===== src/rtl/clkx_pkg.sv =====
package clkx_pkg;
  localparam int unsigned SELW = 3;
  localparam int unsigned NSRC = 8;

  typedef enum logic [SELW-1:0] {
    SRC_REF      = 3'd0,
    SRC_A_DIV    = 3'd1,
    SRC_A_HALF   = 3'd2,
    SRC_A_THIRD  = 3'd3,
    SRC_B_DIV    = 3'd4,
    SRC_B_HALF   = 3'd5,
    SRC_B_FOURTH = 3'd6,
    SRC_NONE     = 3'd7
  } src_e;
endpackage


===== src/rtl/clkx_rules.sv =====
module clkx_rules
  import clkx_pkg::*;
#(
  parameter int NOUT    = 6,
  parameter int DW      = 7,
  parameter int DIV_MIN = 4,
  parameter int DIV_MAX = 127,
  parameter int THIRD_N = 6
) (
  input  logic [DW-1:0]        n1,
  input  logic [DW-1:0]        n2,
  input  logic [SELW*NOUT-1:0] sel,
  output logic                 n1_ok,
  output logic                 n2_ok,
  output logic [NOUT-1:0]      out_ok,
  output logic                 bad
);
  localparam logic [31:0] LO  = DIV_MIN;
  localparam logic [31:0] HI  = DIV_MAX;
  localparam logic [DW-1:0] THIRD = DW'(THIRD_N);

  logic a_half_ok, a_third_ok, b_half_ok, b_fourth_ok;

  always_comb begin
    n1_ok       = (32'(n1) >= LO) && (32'(n1) <= HI);
    n2_ok       = (32'(n2) >= LO) && (32'(n2) <= HI);
    a_half_ok   = n1_ok && (n1[1:0] == 2'b00);
    a_third_ok  = (n1 == THIRD);
    b_half_ok   = n2_ok && (n2[1:0] == 2'b00);
    b_fourth_ok = n2_ok && (n2[2:0] == 3'b000);
  end

  generate
    for (genvar i = 0; i < NOUT; i++) begin : g_out
      src_e s;
      logic ok_w;
      always_comb begin
        s = src_e'(sel[SELW*i +: SELW]);
        unique case (s)
          SRC_REF:      ok_w = 1'b1;
          SRC_A_DIV:    ok_w = n1_ok;
          SRC_A_HALF:   ok_w = a_half_ok;
          SRC_A_THIRD:  ok_w = a_third_ok;
          SRC_B_DIV:    ok_w = n2_ok;
          SRC_B_HALF:   ok_w = b_half_ok;
          SRC_B_FOURTH: ok_w = b_fourth_ok;
          default:      ok_w = 1'b0;
        endcase
      end
      assign out_ok[i] = ok_w;
    end
  endgenerate

  assign bad = ~(&out_ok) | ~n1_ok | ~n2_ok;
endmodule


===== src/rtl/clkx_bank.sv =====
module clkx_bank #(
  parameter int DW      = 7,
  parameter int DIV_RST = 8,
  parameter int TAP_A   = 2,
  parameter int TAP_B   = 3
) (
  input  logic          clk,
  input  logic          rst_n,
  input  logic          run,
  input  logic          src_rise,
  input  logic [DW-1:0] div_cfg,
  input  logic          div_cfg_ok,
  output logic          lvl_n,
  output logic [1:0]    lvl_tap
);
  localparam logic [DW-1:0] ONE     = DW'(1);
  localparam logic [DW-1:0] RST_DIV = DW'(DIV_RST);

  logic [DW-1:0] act_q, cnt_q, act_nx, cnt_nx;
  logic          fresh_q, wrap;
  logic [DW:0]   hi_len;

  // Terminal count (or first edge after halt) is the only load point.
  always_comb begin
    wrap   = fresh_q | (cnt_q == act_q - ONE);
    act_nx = (wrap && div_cfg_ok) ? div_cfg : act_q;
    cnt_nx = wrap ? '0 : cnt_q + ONE;
    hi_len = ({1'b0, act_nx} + {{DW{1'b0}}, 1'b1}) >> 1;
  end

  always_ff @(posedge clk or negedge rst_n) begin
    if (!rst_n) begin
      act_q   <= RST_DIV;
      cnt_q   <= '0;
      fresh_q <= 1'b1;
      lvl_n   <= 1'b0;
    end else if (!run) begin
      cnt_q   <= '0;
      fresh_q <= 1'b1;
      lvl_n   <= 1'b0;
    end else if (src_rise) begin
      act_q   <= act_nx;
      cnt_q   <= cnt_nx;
      fresh_q <= 1'b0;
      lvl_n   <= ({1'b0, cnt_nx} < hi_len);
    end
  end

  generate
    for (genvar g = 0; g < 2; g++) begin : g_tap
      localparam int K  = (g == 0) ? TAP_A : TAP_B;
      localparam int TW = (K > 2) ? $clog2(K) : 1;
      localparam logic [TW-1:0] LAST = TW'(K - 1);
      localparam logic [TW-1:0] HIGH = TW'((K + 1) / 2);
      logic [TW-1:0] t_q, t_nx;
      logic          lvl_q;

      always_comb t_nx = (wrap || t_q == LAST) ? '0 : t_q + TW'(1);

      always_ff @(posedge clk or negedge rst_n) begin
        if (!rst_n) begin
          t_q   <= '0;
          lvl_q <= 1'b0;
        end else if (!run) begin
          t_q   <= '0;
          lvl_q <= 1'b0;
        end else if (src_rise) begin
          t_q   <= t_nx;
          lvl_q <= (t_nx < HIGH);
        end
      end
      assign lvl_tap[g] = lvl_q;
    end
  endgenerate
endmodule


===== src/rtl/clkx_xbar.sv =====
module clkx_xbar
  import clkx_pkg::*;
#(
  parameter int NOUT = 6
) (
  input  logic                 clk,
  input  logic                 rst_n,
  input  logic                 run,
  input  logic [NSRC-1:0]      src_lvl,
  input  logic [SELW*NOUT-1:0] sel,
  input  logic [NOUT-1:0]      out_ok,
  output logic [NOUT-1:0]      clk_out
);
  always_ff @(posedge clk or negedge rst_n) begin
    if (!rst_n) begin
      clk_out <= '0;
    end else begin
      for (int i = 0; i < NOUT; i++)
        clk_out[i] <= run & out_ok[i] & src_lvl[sel[SELW*i +: SELW]];
    end
  end
endmodule


===== src/rtl/clkx_top.sv =====
module clkx_top
  import clkx_pkg::*;
#(
  parameter int NOUT     = 6,
  parameter int DW       = 7,
  parameter int DIV_MIN  = 4,
  parameter int DIV_MAX  = 127,
  parameter int DIV_IDLE = 8
) (
  input  logic                 clk,
  input  logic                 rst_n,
  input  logic                 ref_in,
  input  logic                 syn_in,
  input  logic                 b1_src_ref,
  input  logic                 b2_src_ref,
  input  logic [DW-1:0]        n1,
  input  logic [DW-1:0]        n2,
  input  logic [SELW*NOUT-1:0] sel,
  input  logic                 oe_n,
  input  logic                 pd_n,
  output logic [NOUT-1:0]      clk_out,
  output logic [NOUT-1:0]      clk_oe,
  output logic                 cfg_err
);
  logic ref_d, syn_d, ref_rise, syn_rise, ref_lvl_q;
  logic a_rise, b_rise, a_n, b_n, n1_ok, n2_ok, bad;
  logic [1:0] a_tap, b_tap;
  logic [NOUT-1:0] out_ok;
  logic [NSRC-1:0] src_lvl;

  assign ref_rise = ref_in & ~ref_d;
  assign syn_rise = syn_in & ~syn_d;
  assign a_rise   = b1_src_ref ? ref_rise : syn_rise;
  assign b_rise   = b2_src_ref ? ref_rise : syn_rise;

  always_ff @(posedge clk or negedge rst_n) begin
    if (!rst_n) begin
      ref_d     <= 1'b0;
      syn_d     <= 1'b0;
      ref_lvl_q <= 1'b0;
      clk_oe    <= '0;
      cfg_err   <= 1'b0;
    end else begin
      ref_d     <= ref_in;
      syn_d     <= syn_in;
      ref_lvl_q <= pd_n & ref_in;
      clk_oe    <= {NOUT{~oe_n}};
      cfg_err   <= bad;
    end
  end

  clkx_rules #(.NOUT(NOUT), .DW(DW), .DIV_MIN(DIV_MIN), .DIV_MAX(DIV_MAX)) u_rules (
    .n1(n1), .n2(n2), .sel(sel), .n1_ok(n1_ok), .n2_ok(n2_ok),
    .out_ok(out_ok), .bad(bad)
  );

  clkx_bank #(.DW(DW), .DIV_RST(DIV_IDLE), .TAP_A(2), .TAP_B(3)) u_bank_a (
    .clk(clk), .rst_n(rst_n), .run(pd_n), .src_rise(a_rise),
    .div_cfg(n1), .div_cfg_ok(n1_ok), .lvl_n(a_n), .lvl_tap(a_tap)
  );

  clkx_bank #(.DW(DW), .DIV_RST(DIV_IDLE), .TAP_A(2), .TAP_B(4)) u_bank_b (
    .clk(clk), .rst_n(rst_n), .run(pd_n), .src_rise(b_rise),
    .div_cfg(n2), .div_cfg_ok(n2_ok), .lvl_n(b_n), .lvl_tap(b_tap)
  );

  always_comb begin
    src_lvl               = '0;
    src_lvl[SRC_REF]      = ref_lvl_q;
    src_lvl[SRC_A_DIV]    = a_n;
    src_lvl[SRC_A_HALF]   = a_tap[0];
    src_lvl[SRC_A_THIRD]  = a_tap[1];
    src_lvl[SRC_B_DIV]    = b_n;
    src_lvl[SRC_B_HALF]   = b_tap[0];
    src_lvl[SRC_B_FOURTH] = b_tap[1];
  end

  clkx_xbar #(.NOUT(NOUT)) u_xbar (
    .clk(clk), .rst_n(rst_n), .run(pd_n), .src_lvl(src_lvl),
    .sel(sel), .out_ok(out_ok), .clk_out(clk_out)
  );
endmodule


===== config.mk =====
export PLATFORM = sky130hd
export DESIGN_NAME = clkx_top
export DESIGN_NICKNAME = d
export VERILOG_FILES = /design/src/rtl/clkx_pkg.sv /design/src/rtl/clkx_rules.sv /design/src/rtl/clkx_bank.sv /design/src/rtl/clkx_xbar.sv /design/src/rtl/clkx_top.sv
export SDC_FILE = /design/constraint.sdc
export NUM_CORES = 1
export LEC_CHECK = 0
export BUFFER_PORTS_ARGS = -buffer_cell sky130_fd_sc_hd__buf_2
export CAP_MARGIN = 15
export CORE_ASPECT_RATIO = 1.2
export CORE_UTILIZATION = 40
export CTS_CLUSTER_DIAMETER = 60
export DETAILED_ROUTE_END_ITERATION = 8
export PLACE_DENSITY = 0.54
export RECOVER_POWER = 50
export SYNTH_ARGS = -nofsm -noshare
export SYNTH_HDL_FRONTEND = slang
export SYNTH_SLANG_ARGS = --single-unit

===== constraint.sdc =====
create_clock -name clk -period 8.15 [get_ports clk]
set_input_delay 2.0375 -clock clk [delete_from_list [all_inputs] [get_ports clk]]
set_output_delay 2.0375 -clock clk [all_outputs]
set_load 0.05 [all_outputs]

# Word level (Yosys, flattened, before mapping)

Index checks and enable logic that the tools add are counted.

Word-level logic and storage cells: 191
Output and inout port bits: 13
Input port bits: 40
Register bits after elaboration: 53

Add/subtract/negate cells: 10
Bitwise operators: 25
Eq/ne operators: 43
Reduce and logical (&&, ||, !) cells: 21
Multiplexer cells: 56
$lt $le $gt $ge: 14

Operator list:

| cell                                                                                | number |
|---|---|
| 7-bit 2-to-1 mux                                                                    | 8 |
| 3-bit == test, second input constant                                                | 18 |
| 1-bit one-hot mux with 7 select lines                                               | 6 |
| 3-bit by 2-bit == test with 1-bit output, second input constant                     | 12 |
| 1-bit 2-to-1 mux                                                                    | 30 |
| 3-bit by 4-bit < comparator with 1-bit output, second input constant                | 6 |
| 3-bit zero test                                                                     | 7 |
| 1-bit binary-select mux with 3-bit select                                           | 6 |
| 3-bit by 1-bit == test with 1-bit output, second input constant                     | 6 |
| 7-bit by 1-bit adder with 8-bit output, second input constant                       | 2 |
| 1-bit bitwise AND                                                                   | 15 |
| 7-bit by 1-bit adder with 7-bit output, second input constant                       | 2 |
| 7-bit == test                                                                       | 2 |
| 7-bit by 3-bit greater-or-equal comparator with 1-bit output, second input constant | 2 |
| 7-bit < comparator                                                                  | 2 |
| 7-bit by 1-bit subtractor with 7-bit output, second input constant                  | 2 |
| 2-bit 2-to-1 mux                                                                    | 6 |
| 7-bit by 3-bit == test with 1-bit output, second input constant                     | 1 |
| 1-bit NOT                                                                           | 6 |
| 6-bit AND reduction                                                                 | 1 |
| 1-bit logical AND                                                                   | 5 |
| 2-bit by 1-bit adder with 2-bit output, second input constant                       | 2 |
| 2-bit == test, second input constant                                                | 2 |
| 2-bit zero test                                                                     | 2 |
| other kinds (7)                                                                     | 18 |

# Depth between registers and ports, before layout

Gate-level depths: netlist of run 1.

Depth in word-level cells: 9
Gate-level depth with buffers: 21
Depth with buffers taken out: 20

# Cells and area by module

Synthesis of run 1 repeated with hierarchy kept, for this count alone.

Cell total of the unflattened synthesis: 539
Area, all modules: 4,926.0 um^2

By module, submodules not included:

| module                | times used | cells each | seq. area each (um^2) | area an instance (um^2) |
|---|---|---|---|---|
| clkx_bank at u_bank_a | 1          | 207        | 528.0                 | 1,810.5 |
| clkx_bank at u_bank_b | 1          | 188        | 528.0                 | 1,793.0 |
| clkx_xbar             | 1          | 48         | 150.1                 | 585.6 |
| clkx_rules            | 1          | 78         | 0.0                   | 514.2 |
| clkx_top              | 1          | 18         | 125.1                 | 222.7 |

# Least setup slack after synthesis of run 1

Ideal clock, no wire load.

Path kind: input to register
Start: input port n2[3]
End: register u_bank_b.lvl_n
Cell stages on the path: 18
Data required time: 8.024 ns
Buffers on the path: 1
Arrival time: 4.910 ns
Path slack: 3.114 ns
Setup time: 0.126 ns
Path through: nor3_1 nand2_1 and4b_1 a21oi_2 buf_6 mux2_2 ha_1 and3_1 and3_2 o21ai_0 xnor2_1 ha_1 nand4_1 nor2_1 nor3_1 a22o_1 nand2_1 a21oi_1

Longest elaborated chain between the ends: 7

RTL lines:

| what                                                         | RTL line         | text |
|---|---|---|
| from (decl)                                                  | clkx_top.sv:17   | `input logic [DW-1:0] n2,` |
| 7-bit by 3-bit greater-or-equal comparator with 1-bit output | clkx_rules.sv:26 | `n2_ok = (32'(n2) >= LO) && (32'(n2) <= HI);` |
| 1-bit logical AND                                            | clkx_bank.sv:26  | `act_nx = (wrap && div_cfg_ok) ? div_cfg : act_q;` |
| 7-bit 2-to-1 mux                                             | clkx_bank.sv:26  |  |
| named net u_bank_b.act_nx[0]                                 | clkx_bank.sv:19  | `logic [DW-1:0] act_q, cnt_q, act_nx, cnt_nx;` |
| 7-bit by 1-bit adder with 8-bit output                       | clkx_bank.sv:28  | `hi_len = ({1'b0, act_nx} + {{DW{1'b0}}, 1'b1}) >> 1;` |
| 7-bit < comparator                                           | clkx_bank.sv:45  | `lvl_n <= ({1'b0, cnt_nx} < hi_len);` |
| 1-bit 2-to-1 mux                                             | clkx_bank.sv:41  | `end else if (src_rise) begin` |
| 1-bit 2-to-1 mux                                             | clkx_bank.sv:37  | `end else if (!run) begin` |
| to (signal assigned)                                         | clkx_bank.sv:45  |  |
| to (decl)                                                    | clkx_bank.sv:13  | `output logic lvl_n,` |

The timed path passes the listed nets, and every way through them passes these cells. The select of a mux whose other input is x is not followed.
A chain may end at the register's enable or synchronous reset.

# Worst setup path in the final report of run 1

Start: input port n2[2]
End: register u_bank_b.lvl_n

The elaborated chain is that of the path after synthesis.

==> flow_metrics.tcl, run 1 <==
set metrics [dict create \
    ctsRootBufferMaster "clkbuf_16" \
    drv_cap 2 \
    start_util_pct 41.5 \
    synth_cells 498 \
    violations "DRC, capacitance limit, slew limit" \
    drtPass1Iterations 6 \
    viasPerCell 5.69 \
    peakVddDrop_mv 0.0827 \
    ys_top_cells_by_area "dfrtp_1 (28%), xnor2_1 (6.5%), ha_1 (5.6%)" \
    synth_ff_type "dfrtp_1" \
    grt.busiest_layer "met2" \
    htreeDepth 2 \
    power_frac_comb_pct 30.1 \
    die_h_um 117 \
    antenna_found_initial 0 \
    crit_buf_inv 1 \
    syn-num-nets 558 \
    skew_ns 0.0101 \
    finalSetupViolations 0 \
    synth.ff_latch_count 53 \
    hold_class "reg2reg" \
    p_per_area_nw_per_um2 172 \
    grt_start_max_net_pins 54 \
    synth_top_area_share_pct 27.7 \
    synth-edff-count 0 \
    cp-start-kind "input port" \
    p_int_mw 0.549 \
    ys_seq_area_share_pct 30.0 \
    syn_to_final_growth_pct 9.06 \
    met1_usage_pct 24.7 \
    cp-end-kind "register" \
    cts_buffers 5 \
    rsz0062_at_grt "no" \
    holdBufCountCts 0 \
    critical_path_class "in2reg" \
    critPathRequiredTime_ns 8.37 \
    grt_usage_pct 19.9 \
    drt_iter0_drc 255 \
    cts_max_path_buffers 2 \
    placementRows 41 \
    wl_per_cell_um 16.5 \
    pwr-share-seq_pct 40.7 \
    power.share.switching_pct 33.8 \
    crit_family "simple AND/OR/NAND/NOR gates" \
    final.fill_count 1075 \
    path_cells "buf_2 > nor3_1 > nand2_1 > and4b_1 > a21oi_2 > mux2_2 > ha_1 > and3_1 > and3_2 > o21ai_0 > xnor2_1 > ha_1 > nor2b_1 > o21ai_0 > a22o_1 > nand2_1 > a21oi_1" \
    worstPathArrival_ns 5.71 \
    dieArea_um2 11500 \
    cts_resized 0 \
    gp_congestion 0.826 \
    fin_crit_sh_pct 67.4 \
    final_nets 585 \
    slowest_delay_ns 0.47 \
    clock_sinks 53 \
    die_width_um 98.1 \
    drive_above_1_share_pct 18.4 \
    switchingPower_mw 0.280 \
    drt-total-wl_mm 10.8 \
    status "finished with violations" \
    grt_pass1_wl_mm 18.5 \
    max_freq_ghz 0.182 \
    synth_area_per_cell_um2 8.90 \
    cp_slowest_cell "a21oi_2" \
    hold_violations 0 \
    portBuffers 52 \
    ioPinCount 53 \
    core_area_um2 10700 \
    async_reset_ff_share_pct 100 \
    met3_usage_pct 3.16 \
    syn_area_um2 4430 \
    drt.antenna.violating_nets 0 \
    tritoncts "yes" \
    cts_setup_buffers 0 \
    layout_min_cycle_time_ns 5.49 \
    n_antenna_cell 0 \
    critPathMaxFanout 12 \
    synth.distinct_cells 69 \
    placedInstanceArea_um2 4680 \
    synth_largest_area_cell "dfrtp_1" \
    grt-ovfl-total 0 \
    grt_pass1_vias 3673 \
    vias 3726 \
    p_leak_nw 2.07 \
    ys_warn_count 0 \
    drc 4 \
    clock_latency_ns 0.30 \
    grt_util_met2_pct 35.1 \
    slew_violations 94 \
    power_frac_clock_pct 29.2 \
    slew_headroom_pct -96.1 \
    fin_tns_setup_ns 0 \
    synth_common_cells "dfrtp_1 (49), o21ai_0 (41), nand2_1 (35)" \
    fin_area_um2 4830 \
    path_clk_slew_ns 0.07 \
    worstMarginPinSlew_ns 2.94 \
    dp_hpwl_mm 8.03 \
    synth.most_common_cell "dfrtp_1" \
]
tightest hold or removal path: stages (launching register included):
cell and delay (ns):
dfstp_2 0.38, nand2_1 0.05, nand2_1 0.05
routing by layer:
metal / share of wire [%] / wire [um] / vias to the layer above
met2: 51 / 5500 / 97
met5: 0 / 0 / -
met3: 4.3 / 461 / 9
met4: 1.2 / 131 / 0
li1: - / - / 1844
met1: 43 / 4690 / 1776
cells in the final DEF (no fill, tap or decap), types with 5 or more instances in the layout:
| cell type | Yosys | final |
|---|---|---|
| and2_1 | 8 | 8 |
| nor3_1 | 10 | 10 |
| nor2_1 | 34 | 34 |
| dfrtp_1 | 49 | 49 |
| a21boi_0 | 5 | 5 |
| a21oi_1 | 26 | 26 |
| ha_1 | 20 | 20 |
| buf_2 | 3 | 50 |
| nor2b_1 | 17 | 17 |
| mux2_1 | 5 | 5 |
| a22oi_1 | 7 | 7 |
| inv_1 | 13 | 13 |
| nand2_1 | 35 | 35 |
| and3_1 | 16 | 16 |
| xnor2_1 | 33 | 33 |
| mux2i_1 | 16 | 16 |
| clkbuf_1 | 19 | 5 |
| nand3b_1 | 10 | 10 |
| o21ai_0 | 41 | 41 |
| xor2_1 | 8 | 8 |
| mux2_2 | 10 | 10 |
| nand3_1 | 14 | 14 |
| clkbuf_16 | 0 | 5 |
| mux4_2 | 6 | 6 |
| o211ai_1 | 11 | 11 |
final cells by class:
class / count / area, um^2 / share of cell area (%)
Sequential cell: 53 / 1330 / 27.5
Clock buffer: 6 / 129 / 2.67
Inverter: 13 / 48.8 / 1.01
Timing Repair Buffer: 55 / 273 / 5.64
Multi-Input combinational cell: 397 / 2860 / 59.1
Clock inverter: 2 / 35.0 / 0.725
Tap cell: 129 / 161 / 3.34
cells by family (layout without fill, tap and decap cells):
group	count (synthesis)	in the layout	synth area share, %
AO/OA/AOI/OAI	123	123	17.9
multiplexers	37	37	10.5
flip-flops	53	53	30.0
AND/OR/NAND/NOR	176	176	22.4
XOR/XNOR	41	41	8.10
buffers and inverters	48	76	5.53
adder cells (fa/ha/maj)	20	20	5.64
registers in the layout, summed over array words and instances (netlist names):
register,count
u_bank_b.lvl_n,1
u_bank_b.fresh_q,1
syn_d,1
clk_oe,1
u_bank_a.act_q,7
u_xbar.clk_out,6
u_bank_a.lvl_n,1
u_bank_b.cnt_q,7
u_bank_a.g_tap.lvl_q,2
u_bank_b.act_q,7
u_bank_a.g_tap.t_q,3
u_bank_a.cnt_q,7
u_bank_a.fresh_q,1
ref_d,1
ref_lvl_q,1
u_bank_b.g_tap.t_q,3
cfg_err,1
u_bank_b.g_tap.lvl_q,2
worst paths after layout:
kind	to	cells past startpoint	slack (ns)	startpoint
max	u_bank_b.lvl_n	17	2.66	n2[2]
min reg2reg	u_bank_b.fresh_q	2	0.47	u_bank_b.fresh_q
min in group asynchronous	u_bank_b.cnt_q[6]	2	2.80	rst_n
max reg2reg	u_bank_b.lvl_n	19	3.77	u_bank_b.act_q[0]
min	u_bank_b.fresh_q	2	0.47	u_bank_b.fresh_q
max in group asynchronous	u_xbar.clk_out[5]	2	3.70	rst_n
power by group through the flow:
stage	clock [mW]	combinational, mW	sequential, mW
floorplan	0	0.210	0.325
global placement	0	0.248	0.344
detailed placement	0	0.251	0.343
CTS	0.252	0.253	0.338
global route	0.261	0.278	0.342
finish	0.243	0.249	0.337
stage by stage:
step / std cells / worst slack (ns) / utilization (%) / hold slack (ns) / power, mW
2_1_floorplan: 498 / 3.11 / - / 0.444 / 0.535
3_3_place_gp: 647 / 2.56 / 43.9 / 0.461 / 0.591
3_5_place_dp: 647 / 2.42 / 43.9 / 0.469 / 0.595
4_1_cts: 655 / 2.70 / 45.4 / 0.481 / 0.843
5_1_grt: 655 / 2.27 / 45.3 / 0.501 / 0.881
6_report: 655 / 2.66 / 45.3 / 0.475 / 0.829
Power figures use the tool's default switching activity.
==> run 2, diff against run 1 <==
Clock period 8.15 ns to 5.4 ns, I/O delays scaled along.
==> run 2 against run 1 <==
  * The run still ends with DRC, capacitance limit, slew limit left
  * Power up 47%
  * Sequential cell count stayed put
  * First-iteration DRC count fell by 24%
  * Critical path depth rose by 1
  * Hold slack better by 0.0047 ns
  * Largest cell class unchanged
  * Highest routed layer unchanged
==> flow_metrics.tcl, run 2 (same netlist as run 1, synthesis figures left out) <==
set metrics [dict create \
    drt.antenna.violating_nets 0 \
    antenna_found_initial 0 \
    power.share.switching_pct 35.8 \
    critical_path_class "in2reg" \
    wl_per_cell_um 17.2 \
    cts_max_path_buffers 2 \
    ioPinCount 53 \
    min_to "u_bank_b.fresh_q" \
    critPathMaxFanout 6 \
    p_int_mw 0.783 \
    clock_sinks 53 \
    place_ws_ns 0.652 \
    p_per_area_nw_per_um2 252 \
    peakVddDrop_mv 0.119 \
    drtPass1Iterations 8 \
    dieArea_um2 11500 \
    hp-start "u_bank_b.fresh_q" \
    worstPathArrival_ns 4.73 \
    die_width_um 98.1 \
    switchingPower_mw 0.437 \
    rsz0062_at_grt "no" \
    r2r_end "u_bank_b.lvl_n" \
    ctsRootBufferMaster "clkbuf_16" \
    critPathRequiredTime_ns 5.62 \
    cp-end-kind "register" \
    start_util_pct 41.5 \
    violations "DRC, capacitance limit, slew limit" \
    viasPerCell 5.71 \
    placementRows 41 \
    clock_latency_ns 0.30 \
    finalSetupViolations 0 \
    fin_tns_setup_ns 0 \
    grt_pass1_vias 3824 \
    drt_iter0_drc 193 \
    fin_ws_ns 0.896 \
    power_frac_clock_pct 26.7 \
    grt_pass1_wl_mm 19.2 \
    cts_setup_buffers 0 \
    r2r_cells 20 \
    max_freq_ghz 0.222 \
    grt-ovfl-total 0 \
    rrSetupSlack_ns 1.29 \
    cp-start-kind "input port" \
    core_area_um2 10700 \
    portBuffers 52 \
    die_h_um 117 \
    hold_class "reg2reg" \
    cts_resized 0 \
    layout_min_cycle_time_ns 4.50 \
    p_leak_nw 2.07 \
    gp_congestion 0.801 \
    path_clk_slew_ns 0.07 \
    tritoncts "yes" \
    htreeDepth 2 \
    cts_buffers 5 \
    final.fill_count 1075 \
    r2r-start "u_bank_b.act_q[0]" \
    skew_ns 0.00943 \
    grt_start_max_net_pins 54 \
    final_nets 588 \
    fin_crit_sh_pct 83.4 \
    vias 3754 \
    syn_to_final_growth_pct 9.00 \
    worstMarginPinSlew_ns 2.98 \
    grt_usage_pct 20.5 \
    slew_violations 54 \
    whs_path_depth 2 \
    drive_above_1_share_pct 18.9 \
    pwr-share-seq_pct 42.1 \
    slew_headroom_pct -98.8 \
    drt-total-wl_mm 11.3 \
    holdBufCountCts 0 \
    drc 4 \
    status "finished with violations" \
    drv_cap 1 \
    dp_hpwl_mm 8.21 \
    layout_commonest_cell "buf_2" \
    hold_violations 0 \
    layout_common_cells "buf_2 (50), dfrtp_1 (49), o21ai_0 (41)" \
    power_frac_comb_pct 31.2 \
    fin_hold_ws_ns 0.479 \
    n_antenna_cell 0 \
]
-- run 2: cell types whose count changed in the layout (fill, tap and decap cells not counted), sizes merged --
cell | previous run | this run
bufinv | 1 | 0
buf | 51 | 54
clkinv | 1 | 2
-- run 2: worst max-delay path by stage --
stage | start | end
2_1_floorplan | n2[3] | u_bank_b.lvl_n
3_3_place_gp | n2[3] | u_bank_b.lvl_n
3_5_place_dp | n2[3] | u_bank_b.lvl_n
4_1_cts | n2[3] | u_bank_b.lvl_n
5_1_grt | n2[3] | u_bank_b.lvl_n
6_report | n2[3] | u_bank_b.lvl_n
-- run 2: layer usage --
metal  part of all wire, %  track usage (%)
met1                    44             25.3
met4                   2.0             6.63
met2                    51             36.6
met5                     0                0
met3                   3.4             2.68
-- run 2: final cells by class --
cell class	count	area, um^2	area share [%]
inverter	13	48.8	1.01
clock buffer	6	129	2.67
sequential	53	1330	27.6
clock inverter	2	10.0	0.207
tap	129	161	3.34
multi-input combinational	397	2860	59.1
timing repair buffer	58	295	6.11
-- run 2: worst max-delay path, cell delays in order --
cell and delay, ns:
buf_2 0.13, nor3_1 0.22, nand2_1 0.20, and4b_1 0.27, a21oi_2 0.24, mux2_2 0.37, ha_1 0.23, and3_1 0.18
and3_2 0.20, o21ai_0 0.21, xnor2_1 0.17, ha_1 0.27, nand4_1 0.13, nor2_1 0.06, nor3_1 0.12, a22o_1 0.15
nand2_1 0.06, a21oi_1 0.17
-- run 2: stage by stage --
step                instances  instance area (um^2)  total power [mW]  utilization [%]
floorplan                 498                  4430             0.807                -
global placement          650                  4700             0.898             44.1
detailed placement        650                  4700             0.905             44.1
CTS                       658                  4840              1.23             45.4
global route              658                  4830              1.29             45.3
finish                    658                  4830              1.22             45.3
-- run 2: power by group through the flow --
stage	clock network [mW]	registers, mW	logic, mW
2_1_floorplan	0	0.490	0.317
3_3_place_gp	0	0.521	0.376
3_5_place_dp	0	0.521	0.384
4_1_cts	0.335	0.513	0.386
5_1_grt	0.346	0.521	0.421
6_report	0.326	0.513	0.381
